[config.mk]
export PLATFORM = sky130hd
export DESIGN_NAME = dring_ptr_unit
export DESIGN_NICKNAME = d
export VERILOG_FILES = /design/src/rtl/dring_pkg.sv /design/src/rtl/dring_base_cond.sv /design/src/rtl/dring_ring_ctr.sv /design/src/rtl/dring_ptr_unit.sv
export SDC_FILE = /design/constraint.sdc
export NUM_CORES = 1
export LEC_CHECK = 0
export BUFFER_PORTS_ARGS = -buffer_cell sky130_fd_sc_hd__buf_4
export CORE_ASPECT_RATIO = 1.2
export CORE_MARGIN = 8
export CORE_UTILIZATION = 54
export CTS_CLUSTER_DIAMETER = 120
export CTS_CLUSTER_SIZE = 28
export DETAILED_ROUTE_END_ITERATION = 12
export MAX_ROUTING_LAYER = met4
export PLACE_DENSITY_LB_ADDON = 0.3
export REMOVE_ABC_BUFFERS = 1
export SYNTH_ARGS = -nofsm -noshare
export SYNTH_HDL_FRONTEND = slang
export SYNTH_HIERARCHICAL = 1
export SYNTH_SLANG_ARGS = --single-unit
export TNS_END_PERCENT = 1
[constraint.sdc]
create_clock -name clk_i -period 3.2 [get_ports clk_i]
set_input_delay 0.64 -clock clk_i [delete_from_list [all_inputs] [get_ports clk_i]]
set_output_delay 0.64 -clock clk_i [all_outputs]
set_load 0.005 [all_outputs]
[src/rtl/dring_pkg.sv]
package dring_pkg;
   localparam int unsigned DESC_SHIFT = 3;
   localparam int unsigned RING_CNT   = 2;

   typedef enum logic [0:0] {
      RING_TX = 1'b0,
      RING_RX = 1'b1
   } ring_sel_e;

   function automatic int unsigned code_width(input int unsigned max_log2);
      return (max_log2 < 1) ? 1 : $clog2(max_log2 + 1);
   endfunction
endpackage

[src/rtl/dring_base_cond.sv]
module dring_base_cond #(
   parameter int unsigned ADDR_W      = 32,
   parameter int unsigned SHIFT       = 3,
   parameter bit          ALIGN_CHECK = 1'b0
) (
   input  logic [ADDR_W-1:0] base_i,
   output logic [ADDR_W-1:0] base_o,
   output logic              misalign_o
);
   generate
      if (ALIGN_CHECK) begin : g_flag
         assign base_o     = base_i;
         assign misalign_o = |base_i[SHIFT-1:0];
      end else begin : g_force
         assign base_o     = {base_i[ADDR_W-1:SHIFT], {SHIFT{1'b0}}};
         assign misalign_o = 1'b0;
      end
   endgenerate
endmodule

[src/rtl/dring_ring_ctr.sv]
module dring_ring_ctr #(
   parameter int unsigned ADDR_W   = 32,
   parameter int unsigned MAX_LOG2 = 7,
   parameter int unsigned SHIFT    = 3,
   localparam int unsigned IDX_W   = (MAX_LOG2 < 1) ? 1 : MAX_LOG2,
   localparam int unsigned CODE_W  = dring_pkg::code_width(MAX_LOG2)
) (
   input  logic              clk_i,
   input  logic              rst_ni,
   input  logic              reload_i,
   input  logic              adv_i,
   input  logic              hold_i,
   input  logic [ADDR_W-1:0] base_i,
   input  logic [CODE_W-1:0] code_i,
   input  logic              bad_i,
   output logic [ADDR_W-1:0] addr_o,
   output logic [IDX_W-1:0]  idx_o,
   output logic              bad_o
);
   logic [ADDR_W-1:0] base_q;
   logic [CODE_W-1:0] code_q;
   logic [IDX_W-1:0]  idx_q;
   logic [IDX_W-1:0]  last_idx;
   logic [CODE_W-1:0] code_clamp;
   logic              bad_q;

   always_comb begin
      code_clamp = (code_i > CODE_W'(MAX_LOG2)) ? CODE_W'(MAX_LOG2) : code_i;
      last_idx   = ~({IDX_W{1'b1}} << code_q);
      if (code_q == CODE_W'(0)) last_idx = '0;
   end

   always_ff @(posedge clk_i or negedge rst_ni) begin
      if (!rst_ni) begin
         base_q <= '0;
         code_q <= '0;
         idx_q  <= '0;
         bad_q  <= 1'b0;
      end else if (reload_i) begin
         base_q <= base_i;
         code_q <= code_clamp;
         idx_q  <= '0;
         bad_q  <= bad_i;
      end else if (adv_i && !hold_i) begin
         idx_q <= (idx_q == last_idx) ? '0 : idx_q + IDX_W'(1);
      end
   end

   assign addr_o = base_q + {{(ADDR_W-IDX_W-SHIFT){1'b0}}, idx_q, {SHIFT{1'b0}}};
   assign idx_o  = idx_q;
   assign bad_o  = bad_q;
endmodule

[src/rtl/dring_ptr_unit.sv]
module dring_ptr_unit #(
   parameter int unsigned ADDR_W      = 32,
   parameter int unsigned MAX_LOG2    = 7,
   parameter bit          ALIGN_CHECK = 1'b0,
   localparam int unsigned IDX_W      = (MAX_LOG2 < 1) ? 1 : MAX_LOG2,
   localparam int unsigned CODE_W     = dring_pkg::code_width(MAX_LOG2)
) (
   input  logic              clk_i,
   input  logic              rst_ni,
   input  logic [ADDR_W-1:0] tx_base_i,
   input  logic [CODE_W-1:0] tx_len_i,
   input  logic [ADDR_W-1:0] rx_base_i,
   input  logic [CODE_W-1:0] rx_len_i,
   input  logic              init_i,
   input  logic              restart_i,
   input  logic              suspend_i,
   input  logic              tx_adv_i,
   input  logic              rx_adv_i,
   output logic [ADDR_W-1:0] tx_addr_o,
   output logic [ADDR_W-1:0] rx_addr_o,
   output logic [IDX_W-1:0]  tx_idx_o,
   output logic [IDX_W-1:0]  rx_idx_o,
   output logic              cfg_err_o
);
   import dring_pkg::*;

   localparam int unsigned NR = RING_CNT;

   generate
      if (ADDR_W < IDX_W + DESC_SHIFT + 1) begin : g_chk_width
         $error("ADDR_W too small for ring index and descriptor stride");
      end
      if (MAX_LOG2 > 16) begin : g_chk_depth
         $error("MAX_LOG2 above supported ring depth");
      end
   endgenerate

   logic              reload;
   logic [ADDR_W-1:0] base_raw [NR];
   logic [ADDR_W-1:0] base_ok  [NR];
   logic [CODE_W-1:0] code_in  [NR];
   logic              adv_in   [NR];
   logic              mis      [NR];
   logic [ADDR_W-1:0] addr_out [NR];
   logic [IDX_W-1:0]  idx_out  [NR];
   logic              bad_out  [NR];

   assign reload = init_i | restart_i;

   assign base_raw[RING_TX] = tx_base_i;
   assign base_raw[RING_RX] = rx_base_i;
   assign code_in[RING_TX]  = tx_len_i;
   assign code_in[RING_RX]  = rx_len_i;
   assign adv_in[RING_TX]   = tx_adv_i;
   assign adv_in[RING_RX]   = rx_adv_i;

   generate
      for (genvar g = 0; g < NR; g++) begin : g_ring
         dring_base_cond #(
            .ADDR_W      (ADDR_W),
            .SHIFT       (DESC_SHIFT),
            .ALIGN_CHECK (ALIGN_CHECK)
         ) u_cond (
            .base_i     (base_raw[g]),
            .base_o     (base_ok[g]),
            .misalign_o (mis[g])
         );

         dring_ring_ctr #(
            .ADDR_W   (ADDR_W),
            .MAX_LOG2 (MAX_LOG2),
            .SHIFT    (DESC_SHIFT)
         ) u_ctr (
            .clk_i    (clk_i),
            .rst_ni   (rst_ni),
            .reload_i (reload),
            .adv_i    (adv_in[g]),
            .hold_i   (suspend_i),
            .base_i   (base_ok[g]),
            .code_i   (code_in[g]),
            .bad_i    (mis[g]),
            .addr_o   (addr_out[g]),
            .idx_o    (idx_out[g]),
            .bad_o    (bad_out[g])
         );
      end
   endgenerate

   assign tx_addr_o = addr_out[RING_TX];
   assign rx_addr_o = addr_out[RING_RX];
   assign tx_idx_o  = idx_out[RING_TX];
   assign rx_idx_o  = idx_out[RING_RX];
   assign cfg_err_o = bad_out[RING_TX] | bad_out[RING_RX];
endmodule

==> After elaboration in Yosys (flattened, before gate mapping) <==
Cells that the tools add are included.
{ "totals": {"ff_bits": 78, "in_bits": 77, "out_inout_bits": 79} }
{ "op_classes": {"addsub": 4, "magnitude_cmp": 2, "eq_ne": 2, "shift": 2, "n_mux": 10, "bitwise_logic": 3, "n_reduce_logical": 7} }
{ "op_table": {"columns": ["operator", "count"], "rows": [
  ["$add A32 B10 Y32", 2],
  ["$mux W7", 8],
  ["$add A7 B1 Y7 const B", 2],
  ["$eq A7 B7 Y1", 2],
  ["$not A7 Y7", 2],
  ["$shl A7 B3 Y7 const A", 2],
  ["$gt A3 B3 Y1 const B", 2],
  ["$logic_not A3 Y1", 2],
  ["$mux W3", 2],
  ["$reduce_bool A2 Y1", 2],
  ["$logic_and A1 B1 Y1", 2],
  ["$logic_not A1 Y1", 1],
  ["$or A1 B1 Y1", 1]
]} }

==> Depth between registers and ports, before layout <==
Gate-level depths: netlist of the first run.
{ "logic_depth": {"depth_word": 7, "ltp_mapped": 9} }

==> Cells and area by module <==
The synthesis of the first run kept the hierarchy.
{ "by_module_without_submodules": {"columns": ["module", "n_inst", "cells_per_inst", "area_each_um2"], "rows": [
  ["dring_ring_ctr at g_ring[0].u_ctr", 1, 237, 2572.5],
  ["dring_ring_ctr at g_ring[1].u_ctr", 1, 232, 2514.9],
  ["dring_base_cond", 2, 34, 251.5],
  ["dring_ptr_unit", 1, 2, 12.5]
]} }

==> Worst setup path before layout of the first run <==
No wires, ideal clock.
{ "synth_path": {"kind": "register to output", "start": "register g_ring[0].u_ctr.idx_q[0]", "end": "output tx_addr_o[19]", "arrival_ps": 2109, "path_slack_ps": 451, "stages_incl_launch_ff": 9, "n_path_buf": 0, "path_cell_list": "dfrtp_1 > ha_1 > fa_1 > a211oi_1 > o21ai_1 > o2111ai_1 > nor2_1 > nand4_1 > xnor2_1"} }
{ "synth_between": {"elab_chain_cells": 1} }
{ "synth_rtl": {"columns": ["item", "line_no", "rtl"], "rows": [
  ["start: declaration", "dring_ring_ctr.sv:22", "logic [IDX_W-1:0] idx_q;"],
  ["start signal: assignment", "dring_ring_ctr.sv:45", "idx_q <= (idx_q == last_idx) ? '0 : idx_q + IDX_W'(1);"],
  ["$add A32 B10 Y32", "dring_ring_ctr.sv:49", "assign addr_o = base_q + {{(ADDR_W-IDX_W-SHIFT){1'b0}}, idx_q, {SHIFT{1'b0}}};"],
  ["end: declaration", "dring_ptr_unit.sv:19", "output logic [ADDR_W-1:0] tx_addr_o,"]
]} }
No other way between the ends.

==> Worst setup path after layout of the first run <==
{ "layout_path": {"start": "register g_ring[0].u_ctr.idx_q[1]", "end": "output tx_addr_o[30]"} }
Same word-level chain as after synthesis.

==> out/metrics.cfg, run 1 <==
[sta]
finalMaxSlewViolations=0
slew_headroom_pct=50.84
clock_skew_ns=0.01048
max_freq_mhz=312.3
finalCriticalPeriod_ns=3.202
setup_ws_ns=-0.002403
finalCritPeriodShare_pct=100.1
worst_pin_slew_ns=0.7352
setup_viol=1
rsz0062_at_grt=yes
hold_viol=0

[placement]
dp.cells=742
place_ws_ns=0.1378
hpwl_mm=9.902
port_buffers=149
gp_congestion=0.8798

[pwr]
p_sw_w=0.0007172
swShare_pct=24.42
comb_power_share_pct=16.9
irDropWorstVdd_mv=0.3550
power_density_nw_per_um2=420.4
p_int_w=0.002220
p_clk_share_pct=40.4
seqPwrFrac_pct=42.7
leakagePower_nw=3.114

[synthesis]
synth_async_sr_flop_share_pct=100.0
synthTopCellsByArea=dfrtp_1 38%, mux2_2 14%, buf_4 9.6%, xnor2_1 6.3%, ha_1 3.6%
yosys.area.top_type=dfrtp_1
ys_seq_elements=86
synth_flop_cell=dfrtp_1
netlist.area_leader.share_pct=38.41
synth_area_um2=5603
ys_seq_area_share_pct=38.41
synth-edff-count=0
synth.avg_cell_area_um2=10.39
yosysWarnings=6
synthCells=539
yosys.cell_types.count=61

[die]
die_h_um=127.6
initial_utilization_pct=55.70
core_um2=10060
ioPinCount=156
die-area_um2=13900
die_w_um=109.0
num_rows=40

[worst_setup_path]
rrSetupSlack_ns=1.28
cp.depth=9
cp.required_ns=2.56
crit_arrival_ns=2.56
crit_buf_inv=2
end_kind=primary output
cpPeakStageDelay_ns=0.39
cp-start-kind=flop
crit_chain=buf_6 -> ha_4 -> a21oi_2 -> nand4b_1 -> a21boi_4 -> o21ai_4 -> a2111oi_4 -> xor2_1 -> buf_4
crit_type=flop to primary output
crit_fanout=5
path_delay_family=compound AO/OA/AOI/OAI gates
r2r_cells=7
cp_slowest_cell=dfrtp_1

[cells_and_area]
fin_cells=766
multi_input_area_um2=3030
diodes=0
drive_above_1_share_pct=46.09
final.fill_count=745
fin_nets=730
seq_area_um2=2156
syn2layout_area_growth_pct=24.70

[drt]
wl_mm=13.61
drt_first_pass_iters=4
vias_per_cell=5.554
drc=0
drt-initial-drc-count=154
ant_nets=0
wl_per_cell_um=17.77
dr_total_vias=4254

[global_routing]
gr-usage-met1_pct=21.84
busiest_layer=met2
grt_pass1_vias=4580
grt_pass1_wl_mm=21.56
overflow=0
use_met2_pct=32.07
track_usage_pct=19.78
use_met3_pct=6.338
grt_start_max_net_pins=46
grt_antenna_before_repair=0

[run]
maxCapViolCount=0

[cts]
hold_buffers=0
cts.htree.levels=3
clock-root-buffer=clkbuf_16
cts_tree=yes
tritoncts.num_buffers=9
cts.sinks=86
clkSlewWorstSetupHoldPaths_ns=0.07
clock_latency_ns=0.34
clock_path_buffers=2

[outcome]
failed_checks=negative setup slack
status=finished with violations

[hold_path]
hold_path.class=input port to async pin

[cell families after synthesis]
group	after synthesis	share of synthesized area, %
and+or+nand+nor	135	12.89
xor gates and xnor gates	59	9.223
muxes	70	14.07
buffers and inverters	97	11.55
DFF	86	38.41
adders and majority gates	18	4.288
other	2	0.1340
AOI/OAI and AO/OA	72	9.447
[power by group through the flow]
stage	Combinational [W]	Clock, W	Sequential, W
global placement	0.000472	0	0.00126
global route	0.000539	0.00125	0.00127
finish	0.000495	0.00119	0.00126
detailed placement	0.000486	0	0.00127
CTS	0.000495	0.00122	0.00125
floorplan	0.000233	0	0.00125
[state kept, by name (all words and copies together), names as in the netlist]
register	count
g_ring.u_ctr/code_q	6
g_ring.u_ctr/idx_o	14
g_ring.u_ctr/bad_o	2
g_ring.u_ctr/base_q	64
[path summary, 6_finish.rpt]
kind	from	endpoint
min reg2reg	g_ring[0].u_ctr/bad_o$_DFFE_PN0P_	g_ring[0].u_ctr/bad_o$_DFFE_PN0P_
max reg2reg	g_ring[1].u_ctr/idx_o[0]$_DFFE_PN0P_	g_ring[1].u_ctr/idx_o[2]$_DFFE_PN0P_
max in group asynchronous	rst_ni	g_ring[0].u_ctr/code_q[1]$_DFFE_PN0P_
min	rst_ni	g_ring[0].u_ctr/base_q[20]$_DFFE_PN0P_
max	g_ring[0].u_ctr/idx_o[1]$_DFFE_PN0P_	tx_addr_o[30]
min in group clk_i	g_ring[0].u_ctr/bad_o$_DFFE_PN0P_	g_ring[0].u_ctr/bad_o$_DFFE_PN0P_
[metrics by stage]
step                hold WS, ns  setup TNS (ns)  power (W)  util (%)  area (um2)
global route             0.3303         -0.8131   0.003059     69.45        6987
CTS                      0.3029         -0.1458   0.002965     68.31        6872
global placement         0.4814               0   0.001735     63.48        6386
finish                   0.2915       -0.002403   0.002937     69.45        6987
floorplan                0.3444         -0.8422   0.001485         -        5005
detailed placement       0.4915               0   0.001757     63.48        6386
[placed cells by master, fill, tap and decap left out, drive strengths merged, types with 16 or more instances in the layout]
cell   Yosys  layout
mux2      70      70
a21oi     18      18
buf       77     168
nand4     16      16
nor2      20      20
xnor2     40      40
xor2      19      19
nand3     19      19
dfrtp     86      86
nand2     38      38
ha        16      16
[layer usage]
metal,share of wire (%),routed length [um]
met5,0,0
met4,1.9,263
met3,8.3,1126
met2,50,6867
met1,39,5355
[timing repair]
item / in CTS / in global routing
pin swaps: 12 / 15
endpoints found under the hold margin: 0 / 0
gates resized for setup: 18 / 17
gates cloned: 1 / 0
endpoints found under the setup margin: 34 / 40
setup buffers: 3 / 4
[cells in the mapped netlist, types with 6 or more instances]
library cell and count:
mux2_2 70, dfrtp_1 86, clkbuf_1 13, ha_1 16
nor2_1 20, a211oi_1 6, xnor2_1 40, buf_4 72
o211ai_1 7, nand2_1 38, a21oi_1 17, nand4_1 14
xor2_1 19, inv_1 7, nand3_1 19, o21ai_0 11
[final cells by class]
| class | instances | area share (%) |
|---|---|---|
| multi-input cells | 363 | 43.37 |
| repair buffers | 168 | 18.28 |
| flip-flops and latches | 86 | 30.86 |
| clock buffers | 10 | 3.277 |
| well taps | 126 | 2.256 |
| clock inverters | 6 | 1.576 |
| inverters | 7 | 0.3761 |
Note: power is estimated with default switching activity, not from simulation.
==> run 2, diff against run 1 <==
--- a/config.mk
+++ b/config.mk
@@ -8,7 +8,8 @@
 export BUFFER_PORTS_ARGS = -buffer_cell sky130_fd_sc_hd__buf_4
 export CORE_ASPECT_RATIO = 1.2
 export CORE_MARGIN = 8
-export CORE_UTILIZATION = 54
+export CORE_UTILIZATION = 55
+export CTS_BUF_LIST = sky130_fd_sc_hd__clkbuf_4
 export CTS_CLUSTER_DIAMETER = 120
 export CTS_CLUSTER_SIZE = 28
 export DETAILED_ROUTE_END_ITERATION = 12
==> out/metrics.cfg, run 2 (synthesis results as in run 1) <==
[outcome]
status=finished with violations
failed_checks=negative setup slack

[sta]
setup_viol=1
slew_headroom_pct=50.30
finalMaxSlewViolations=0
setup_ws_ns=-0.06672
finalCriticalPeriod_ns=3.267
rsz0062_at_grt=yes
clock_skew_ns=0.02005
max_freq_mhz=306.1
finalCritPeriodShare_pct=102.1
hold_viol=0
worst_pin_slew_ns=0.7433

[hold_path]
hold_path.class=input port to async pin

[global_routing]
track_usage_pct=19.69
grt_start_max_net_pins=48
grt_pass1_vias=4557
grt_antenna_before_repair=0
overflow=0
grt_pass1_wl_mm=21.20

[worst_setup_path]
crit_fanout=5
cp-start-kind=flop
regToRegEndpoint=g_ring[1].u_ctr/idx_o[2]$_DFFE_PN0P_
rrSetupSlack_ns=1.18
r2r_cells=7
path_delay_family=compound AO/OA/AOI/OAI gates
cpPeakStageDelay_ns=0.45
r2r-start=g_ring[1].u_ctr/idx_o[0]$_DFFE_PN0P_
crit_arrival_ns=2.63
crit_type=flop to primary output
crit_chain=ha_4 -> a21oi_4 -> nand4b_1 -> a21boi_4 -> o21ai_4 -> a2111oi_4 -> xor2_1 -> buf_4
end_kind=primary output
cp_slowest_cell=dfrtp_1
cp.required_ns=2.56
crit_buf_inv=1

[cts]
cts.sinks=86
tritoncts.num_buffers=9
cts_tree=yes
clock-root-buffer=clkbuf_4
clock_path_buffers=2
clkSlewWorstSetupHoldPaths_ns=0.12
clock_latency_ns=0.43
cts.htree.levels=3
hold_buffers=0

[cells_and_area]
drive_above_1_share_pct=46.65
largest_reg_flops=64
final_cell_mix=170 x buf_4, 84 x dfrtp_1, 70 x mux2_2
final.fill_count=760
layout_commonest_cell=buf_4
fin_nets=733
regMostFlops=g_ring.u_ctr/base_q
diodes=0
final_area_um2=6790
syn2layout_area_growth_pct=21.19

[drt]
drc=0
vias_per_cell=5.514
ant_nets=0
wl_per_cell_um=17.23
drt_first_pass_iters=4
wl_mm=13.22
drt-initial-drc-count=192
dr_total_vias=4229

[die]
die-area_um2=13690
num_rows=40
ioPinCount=156
initial_utilization_pct=56.26
die_w_um=108.1
die_h_um=126.6
core_um2=9960

[placement]
placed_cell_area_um2=6394
hpwl_mm=9.706
gp_congestion=0.8759
port_buffers=149

[pwr]
leakagePower_nw=3.030
power_w=0.002332
power_density_nw_per_um2=343.5
irDropWorstVdd_mv=0.2203

[run]
maxCapViolCount=0

[run 2: through the flow]
step                      util [%]  hold WS, ns  std cells  TNS [ns]  worst slack, ns
final                        68.18       0.1784        767  -0.06672         -0.06672
after global placement       64.20       0.4821        743         0           0.1837
after CTS                    67.55       0.1645        766   -0.1063         -0.02718
after floorplan                  -       0.3444        455   -0.8422          -0.2644
after detailed placement     64.20       0.4940        743         0           0.1563
after global routing         68.18       0.1885        767    -2.279          -0.2002
[run 2: per-layer routing]
layer | GRT usage [%] | vias up | part of all wire, %
met2 | 33.49 | 136 | 52
met5 | - | - | 0
li1 | - | 2012 | -
met4 | 6.956 | 0 | 1.4
met3 | 6.028 | 17 | 7.6
met1 | 21.01 | 2064 | 39
[run 2: what timing repair did]
action / in CTS / in global routing
gates resized for setup: 26 / 10
setup buffers: 8 / 1
gates cloned: 1 / 0
endpoints found under the setup margin: 38 / 43
pin swaps: 21 / 22
[run 2: final cells by class]
cell class                      instances  area (um2)  area share (%)
Multi-Input combinational cell        363        3035           44.70
Inverter                                7       26.28          0.3870
Timing Repair Buffer                  171        1296           19.09
Sequential cell                        86        2155           31.73
Clock inverter                          3       37.54          0.5528
Clock buffer                           11       82.58           1.216
Tap cell                              126       157.7           2.322
[run 2: worst max-delay path by stage]
stage	depth (start not counted)	to	slack [ns]	startpoint
floorplan	5	g_ring[1].u_ctr/idx_o[3]$_DFFE_PN0P_	-0.26	init_i
global placement	9	tx_addr_o[31]	0.18	g_ring[0].u_ctr/idx_o[0]$_DFFE_PN0P_
detailed placement	9	tx_addr_o[31]	0.16	g_ring[0].u_ctr/idx_o[0]$_DFFE_PN0P_
CTS	8	tx_addr_o[30]	-0.03	g_ring[0].u_ctr/idx_o[1]$_DFFE_PN0P_
global route	8	tx_addr_o[30]	-0.20	g_ring[0].u_ctr/idx_o[1]$_DFFE_PN0P_
finish	8	tx_addr_o[30]	-0.07	g_ring[0].u_ctr/idx_o[1]$_DFFE_PN0P_
[run 2: where the power goes]
group	switching (W)	internal, W	total [W]
clock network	0.000339	0.000244	0.000583
logic	0.000204	0.000295	0.000499
registers	0.0000862	0.00116	0.00125
total	0.000629	0.00170	0.00233
